--- src/rtl/pirq_pkg.sv ---
package pirq_pkg;

    typedef enum logic [1:0] {
        GRP_G0  = 2'b00,
        GRP_NS1 = 2'b01,
        GRP_S1  = 2'b10,
        GRP_RSV = 2'b11
    } pirq_grp_e;

    // Minimum non-secure permission value per target kind
    localparam logic [1:0] PERM_MIN_G0 = 2'd1;
    localparam logic [1:0] PERM_MIN_G1 = 2'd2;

endpackage

--- src/rtl/pirq_line_edge.sv ---
module pirq_line_edge #(
    parameter int NUM_LINE = 16
) (
    input  logic [NUM_LINE-1:0] line_i,
    input  logic [NUM_LINE-1:0] level_q_i,
    input  logic [NUM_LINE-1:0] edge_cfg_i,
    output logic [NUM_LINE-1:0] level_d_o,
    output logic [NUM_LINE-1:0] set_o,
    output logic                changed_o
);

    logic [NUM_LINE-1:0] diff;

    for (genvar k = 0; k < NUM_LINE; k++) begin : g_line
        always_comb begin
            diff[k]      = line_i[k] ^ level_q_i[k];
            set_o[k]     = diff[k] & line_i[k] & edge_cfg_i[k];
            level_d_o[k] = diff[k] ? line_i[k] : level_q_i[k];
        end
    end

    assign changed_o = |diff;

endmodule

--- src/rtl/pirq_sgi_gate.sv ---
module pirq_sgi_gate
    import pirq_pkg::*;
#(
    parameter int NUM_SGI = 16,
    localparam int ID_W   = $clog2(NUM_SGI)
) (
    input  logic                 valid_i,
    input  logic [ID_W-1:0]      id_i,
    input  logic [1:0]           grp_i,
    input  logic                 ns_i,
    input  logic                 sec_off_i,
    input  logic [NUM_SGI-1:0]   grp_bit_i,
    input  logic [NUM_SGI-1:0]   grp_mod_i,
    input  logic [2*NUM_SGI-1:0] access_i,
    output logic                 accept_o,
    output logic [NUM_SGI-1:0]   set_o
);

    pirq_grp_e   cfg_grp;
    pirq_grp_e   req_grp;
    logic [1:0]  perm;
    logic [1:0]  perm_min;
    logic        grp_ok;
    logic        perm_ok;

    always_comb begin
        cfg_grp  = pirq_grp_e'({grp_mod_i[id_i] & ~sec_off_i, grp_bit_i[id_i]});
        req_grp  = pirq_grp_e'(grp_i);
        // Secure group 1 aimed at a group 0 target is downgraded
        if (req_grp == GRP_S1 && cfg_grp == GRP_G0) begin
            req_grp = GRP_G0;
        end
        grp_ok   = (pirq_grp_e'(grp_i) != GRP_RSV) && (req_grp == cfg_grp);
        perm     = access_i[{id_i, 1'b0} +: 2];
        perm_min = (cfg_grp == GRP_G0) ? PERM_MIN_G0 : PERM_MIN_G1;
        perm_ok  = !(ns_i && !sec_off_i) || (perm >= perm_min);
        accept_o = valid_i && grp_ok && perm_ok;
        set_o    = accept_o ? (NUM_SGI'(1) << id_i) : '0;
    end

endmodule

--- src/rtl/pirq_front.sv ---
module pirq_front #(
    parameter int  NUM_SGI  = 16,
    parameter int  NUM_PPI  = 16,
    localparam int ID_W     = $clog2(NUM_SGI),
    localparam int NUM_PRIV = NUM_SGI + NUM_PPI
) (
    input  logic                 clk,
    input  logic                 rst_n,
    input  logic [NUM_PPI-1:0]   line_i,
    input  logic [NUM_PPI-1:0]   edge_cfg_i,
    input  logic                 sgi_valid_i,
    input  logic [ID_W-1:0]      sgi_id_i,
    input  logic [1:0]           sgi_grp_i,
    input  logic                 sgi_ns_i,
    input  logic                 sec_off_i,
    input  logic [NUM_SGI-1:0]   grp_bit_i,
    input  logic [NUM_SGI-1:0]   grp_mod_i,
    input  logic [2*NUM_SGI-1:0] access_i,
    output logic [NUM_PRIV-1:0]  pend_set_o,
    output logic                 recompute_o,
    output logic [NUM_PPI-1:0]   level_o
);

    typedef struct packed {
        logic [NUM_PPI-1:0]  level;
        logic [NUM_PRIV-1:0] pend_set;
        logic                recompute;
    } state_t;

    state_t s_d, s_q;

    logic [NUM_PPI-1:0] lvl_next;
    logic [NUM_PPI-1:0] line_set;
    logic               line_chg;
    logic               sgi_acc;
    logic [NUM_SGI-1:0] sgi_set;

    pirq_line_edge #(.NUM_LINE(NUM_PPI)) i_line (
        .line_i     (line_i),
        .level_q_i  (s_q.level),
        .edge_cfg_i (edge_cfg_i),
        .level_d_o  (lvl_next),
        .set_o      (line_set),
        .changed_o  (line_chg)
    );

    pirq_sgi_gate #(.NUM_SGI(NUM_SGI)) i_sgi (
        .valid_i   (sgi_valid_i),
        .id_i      (sgi_id_i),
        .grp_i     (sgi_grp_i),
        .ns_i      (sgi_ns_i),
        .sec_off_i (sec_off_i),
        .grp_bit_i (grp_bit_i),
        .grp_mod_i (grp_mod_i),
        .access_i  (access_i),
        .accept_o  (sgi_acc),
        .set_o     (sgi_set)
    );

    always_comb begin
        s_d           = s_q;
        s_d.level     = lvl_next;
        s_d.pend_set  = {line_set, sgi_set};
        s_d.recompute = line_chg | sgi_acc;
    end

    always_ff @(posedge clk) begin
        if (!rst_n) begin
            s_q <= '0;
        end else begin
            s_q <= s_d;
        end
    end

    assign pend_set_o  = s_q.pend_set;
    assign recompute_o = s_q.recompute;
    assign level_o     = s_q.level;

endmodule

--- config.mk ---
export PLATFORM = sky130hd
export DESIGN_NAME = pirq_front
export DESIGN_NICKNAME = d
export VERILOG_FILES = /design/src/rtl/pirq_pkg.sv /design/src/rtl/pirq_line_edge.sv /design/src/rtl/pirq_sgi_gate.sv /design/src/rtl/pirq_front.sv
export SDC_FILE = /design/constraint.sdc
export NUM_CORES = 1
export LEC_CHECK = 0
export ABC_AREA = 1
export CORE_MARGIN = 4
export CORE_UTILIZATION = 30
export CTS_CLUSTER_SIZE = 25
export DETAILED_ROUTE_END_ITERATION = 7
export DONT_BUFFER_PORTS = 1
export GPL_TIMING_DRIVEN = 0
export PLACE_DENSITY_LB_ADDON = 0.25
export SYNTH_ARGS = -nofsm -noshare
export SYNTH_HDL_FRONTEND = slang
export SYNTH_SLANG_ARGS = --single-unit
--- constraint.sdc ---
create_clock -name clk -period 6.8 [get_ports clk]
set_input_delay 1.7 -clock clk [delete_from_list [all_inputs] [get_ports clk]]
set_output_delay 1.7 -clock clk [all_outputs]
set_load 0.02 [all_outputs]
==> metrics.yaml <==
clock_tree:
  tritoncts_num_sinks: 49
  cts_made_buffers: 5
  post-cts-setup-buffers: 0
  clkSlewWorstSetupHoldPaths_ns: 0.09
  cts-root-to-sink-buffers: 2
  cts_tree: "built"
  post_cts_resize_count: 0
  htree_num_levels: 2
  insertion_delay_ns: 0.29
  root_buffer_selected_by_cts: "clkbuf_8"
  hold_buf_cts: 0
yosys:
  ys_async_sr_fraction_pct: 0
  synthMuxAreaShare_pct: 0
  synth_top_cells_by_area: "dfxtp_1, nand2_1, ha_1"
  yosysUniqueCellTypes: 28
  number_of_nets_in_the_synthesized_netlist: 483
  synth_compound_gate_area_share_pct: 10.52
  number_of_enable_flip_flop_cells_after_synthesis: 0
  syn-instance-count: 359
  synth_top_family_by_area: "simple AND/OR/NAND/NOR gates"
  ys_seq_elements: 49
  synth_adder_area_share_pct: 8.395
  synth.yosys.warnings: 0
  synth-seq-area-share_pct: 38.72
  synth_ff_type: "dfxtp_1"
  synth_xor_xnor_area_share_pct: 0
  synth_top_area_cell: "dfxtp_1"
  syn_avg_cell_area_um2: 7.058
  synth_top_cell_area_share_pct: 38.72
  synth_simple_gate_area_share_pct: 32.84
  post_synth_instance_area_um2: 2534
floorplan:
  core_ar_um2: 8217
  chipWidth_um: 99.90
  rows: 33
  die_y_um: 99.90
  initial_utilization_pct: 30.84
  ioPinCount: 156
  design.die.area_um2: 9980
critical_path:
  r2r_start: "level_o[12]$_SDFFE_PN0P_"
  critPathCaptureType: "flip-flop"
  critical_path.reg2reg.endpoint: "recompute_o$_SDFF_PN0_"
  critPathRequiredTime_ns: 6.99
  crit_type: "primary input to flip-flop"
  timing.critical_path.from_type: "primary input"
  largest_fanout_of_any_net_on_the_critical_path: 8
  arrival_ns: 3.77
  reg2reg_slack_ns: 5.36
  r2r.worst_path.cells: 5
sta:
  setup_tns_ns: 0
  hold_viol: 0
  finClkSkew_ns: 0.004144
  max_freq_ghz: 0.2793
  rsz0062_at_grt: "false"
  maxSlewHeadroom_pct: 62.85
  final.hold.worst_slack_ns: 0.5770
  finalSetupViolCount: 0
  maxSlewViolCount: 0
  finalCritPeriodShare_pct: 52.65
  finalWorstPathRequiredPeriod_ns: 3.580
  worst_slew_pin_slew_ns: 0.5552
job:
  cap_violations: 0
cells_and_area:
  nFillCells: 908
  leading_cell_type_in_the_layout_fill_and_taps_excluded: "nand2_1"
  layout-area-overhead-vs-synth_pct: 8.593
  final_net_count: 490
  multi_input_comb_area_um2: 1311
  layout-drive-gt1-share_pct: 6.812
  n_antenna_cell: 0
  post_layout_nonfiller_instances: 472
  area.sequential_um2: 980.9
  layout.cells.most_common_list: "nand2_1, dfxtp_1, nor2_1"
grt:
  wire_length_of_the_first_global_routing_pass_um: 10850
  gr_overflow_total: 0
  grt_pass1_vias: 2197
  grt_antenna_before_repair: 0
  grt_max_degree: 16
  gr-usage-all-layers_pct: 13.46
min_path:
  worst_hold_path_type: "flip-flop to flip-flop"
  number_of_instances_on_the_worst_hold_path: 2
  min_delay_worst_endpoint: "level_o[3]$_SDFFE_PN0P_"
  min-delay-start: "level_o[3]$_SDFFE_PN0P_"
placement:
  place_hpwl_um: 5591
  placed_instances: 464
  routabilityCongestion: 0.8151
  io_buffers: 0
power_and_ir_drop:
  vdd_ir_drop_max_mv: 0.08521
  seqPwrFrac_pct: 54.3
  clkPwrFrac_pct: 27.2
  leakage_nw: 1.281
  power_density_nw_per_um2: 229.4
  switching_power_w: 0.0002047
  internal-power_w: 0.0004265
  comb_power_share_pct: 18.5
  netSwitchingFraction_pct: 32.43
detailed_routing:
  wire_per_inst_um: 14.55
  drt_first_pass_iters: 4
  detail_route.vias_per_cell: 4.735
  detailedRoute.firstIterationViolations: 51
  number_of_vias_in_the_routed_layout: 2235
  wirelength_routed_um: 6868
  drc: 0
  number_of_antenna_violating_nets_in_the_routed_design: 0
outcome:
  run_status: "complete, no violations"
==> cell usage after synthesis (3+ instances only) <==
cell type and instances:
ha_1 17, a22oi_1 8, nand2_1 111, nor2_1 46
o21ai_0 19, clkbuf_1 4, dfxtp_1 49, nand4_1 4
a21oi_1 18, buf_2 3, nand3_1 22, inv_1 37
buf_6 3
==> how the worst max path moves through the flow <==
| stage | from | to | slack (ns) | cells past startpoint |
|---|---|---|---|---|
| 2_1_floorplan | sgi_id_i[0] | pend_set_o[0]$_SDFF_PP0_ | 3.26 | 16 |
| 4_1_cts | sgi_id_i[0] | pend_set_o[5]$_SDFF_PP0_ | 3.13 | 15 |
| 5_1_grt | sgi_id_i[0] | pend_set_o[5]$_SDFF_PP0_ | 2.94 | 14 |
| 3_5_place_dp | sgi_id_i[0] | pend_set_o[5]$_SDFF_PP0_ | 2.80 | 15 |
| 3_3_place_gp | sgi_id_i[0] | pend_set_o[8]$_SDFF_PN0_ | 2.84 | 14 |
| 6_report | sgi_id_i[0] | pend_set_o[5]$_SDFF_PP0_ | 3.22 | 14 |
==> per-stage QoR <==
stage | power (W) | setup slack (ns) | utilization, % | instance area [µm²]
final | 0.0006312 | 3.220 | 33.49 | 2751
after global routing | 0.0006758 | 2.943 | 33.49 | 2751
after floorplan | 0.0004407 | 3.260 | - | 2534
after global placement | 0.0004663 | 2.840 | 32.43 | 2665
after detailed placement | 0.0004685 | 2.802 | 32.43 | 2665
after CTS | 0.0006419 | 3.127 | 33.49 | 2751
==> kinds of logic (layout without fill, tap and decap cells) <==
family | Yosys count | after routing
and+or+nand+nor | 193 | 193
buffers and inverters | 52 | 60
DFF | 49 | 49
AOI/OAI and AO/OA | 48 | 48
adders and majority gates | 17 | 17
==> power by group through the flow <==
stage	Clock (W)	Sequential, W	Combinational (W)
final	0.000171	0.000343	0.000117
after global routing	0.000191	0.000346	0.000139
after CTS	0.000180	0.000344	0.000119
after detailed placement	0	0.000351	0.000118
after global placement	0	0.000350	0.000116
after floorplan	0	0.000346	0.0000948
==> layer usage <==
metal	global-route usage, %	vias to the layer above	wire, µm
met4	3.361	0	93
li1	-	1162	-
met2	22.22	115	3237
met3	5.768	6	817
met5	0	-	0
met1	16.12	952	2720
==> area by class of cell <==
cell class              count  area share, %
clock buffers               6          2.638
well taps                 105          4.775
plain buffers              12          3.138
flip-flops and latches     49          35.65
clock inverters             2         0.5002
multi-input cells         258          47.66
inverters                  40          5.639
==> critical path, cell delays in order <==
cell and delay, ns:
buf_6 0.12, nor2_1 0.43, a22oi_1 0.18, a31oi_1 0.20, a32o_1 0.16, inv_1 0.05
ha_1 0.27, nor2_1 0.13, nand3b_1 0.12, nand2_1 0.05, inv_1 0.06, nand2_2 0.09
nand3_4 0.15, nor2_1 0.06
==> registers in the layout (all words and copies together), names as in the netlist <==
name and cells:
pend_set_o 32, recompute_o 1, level_o 16
No activity file was read; power rests on OpenSTA's default activity.
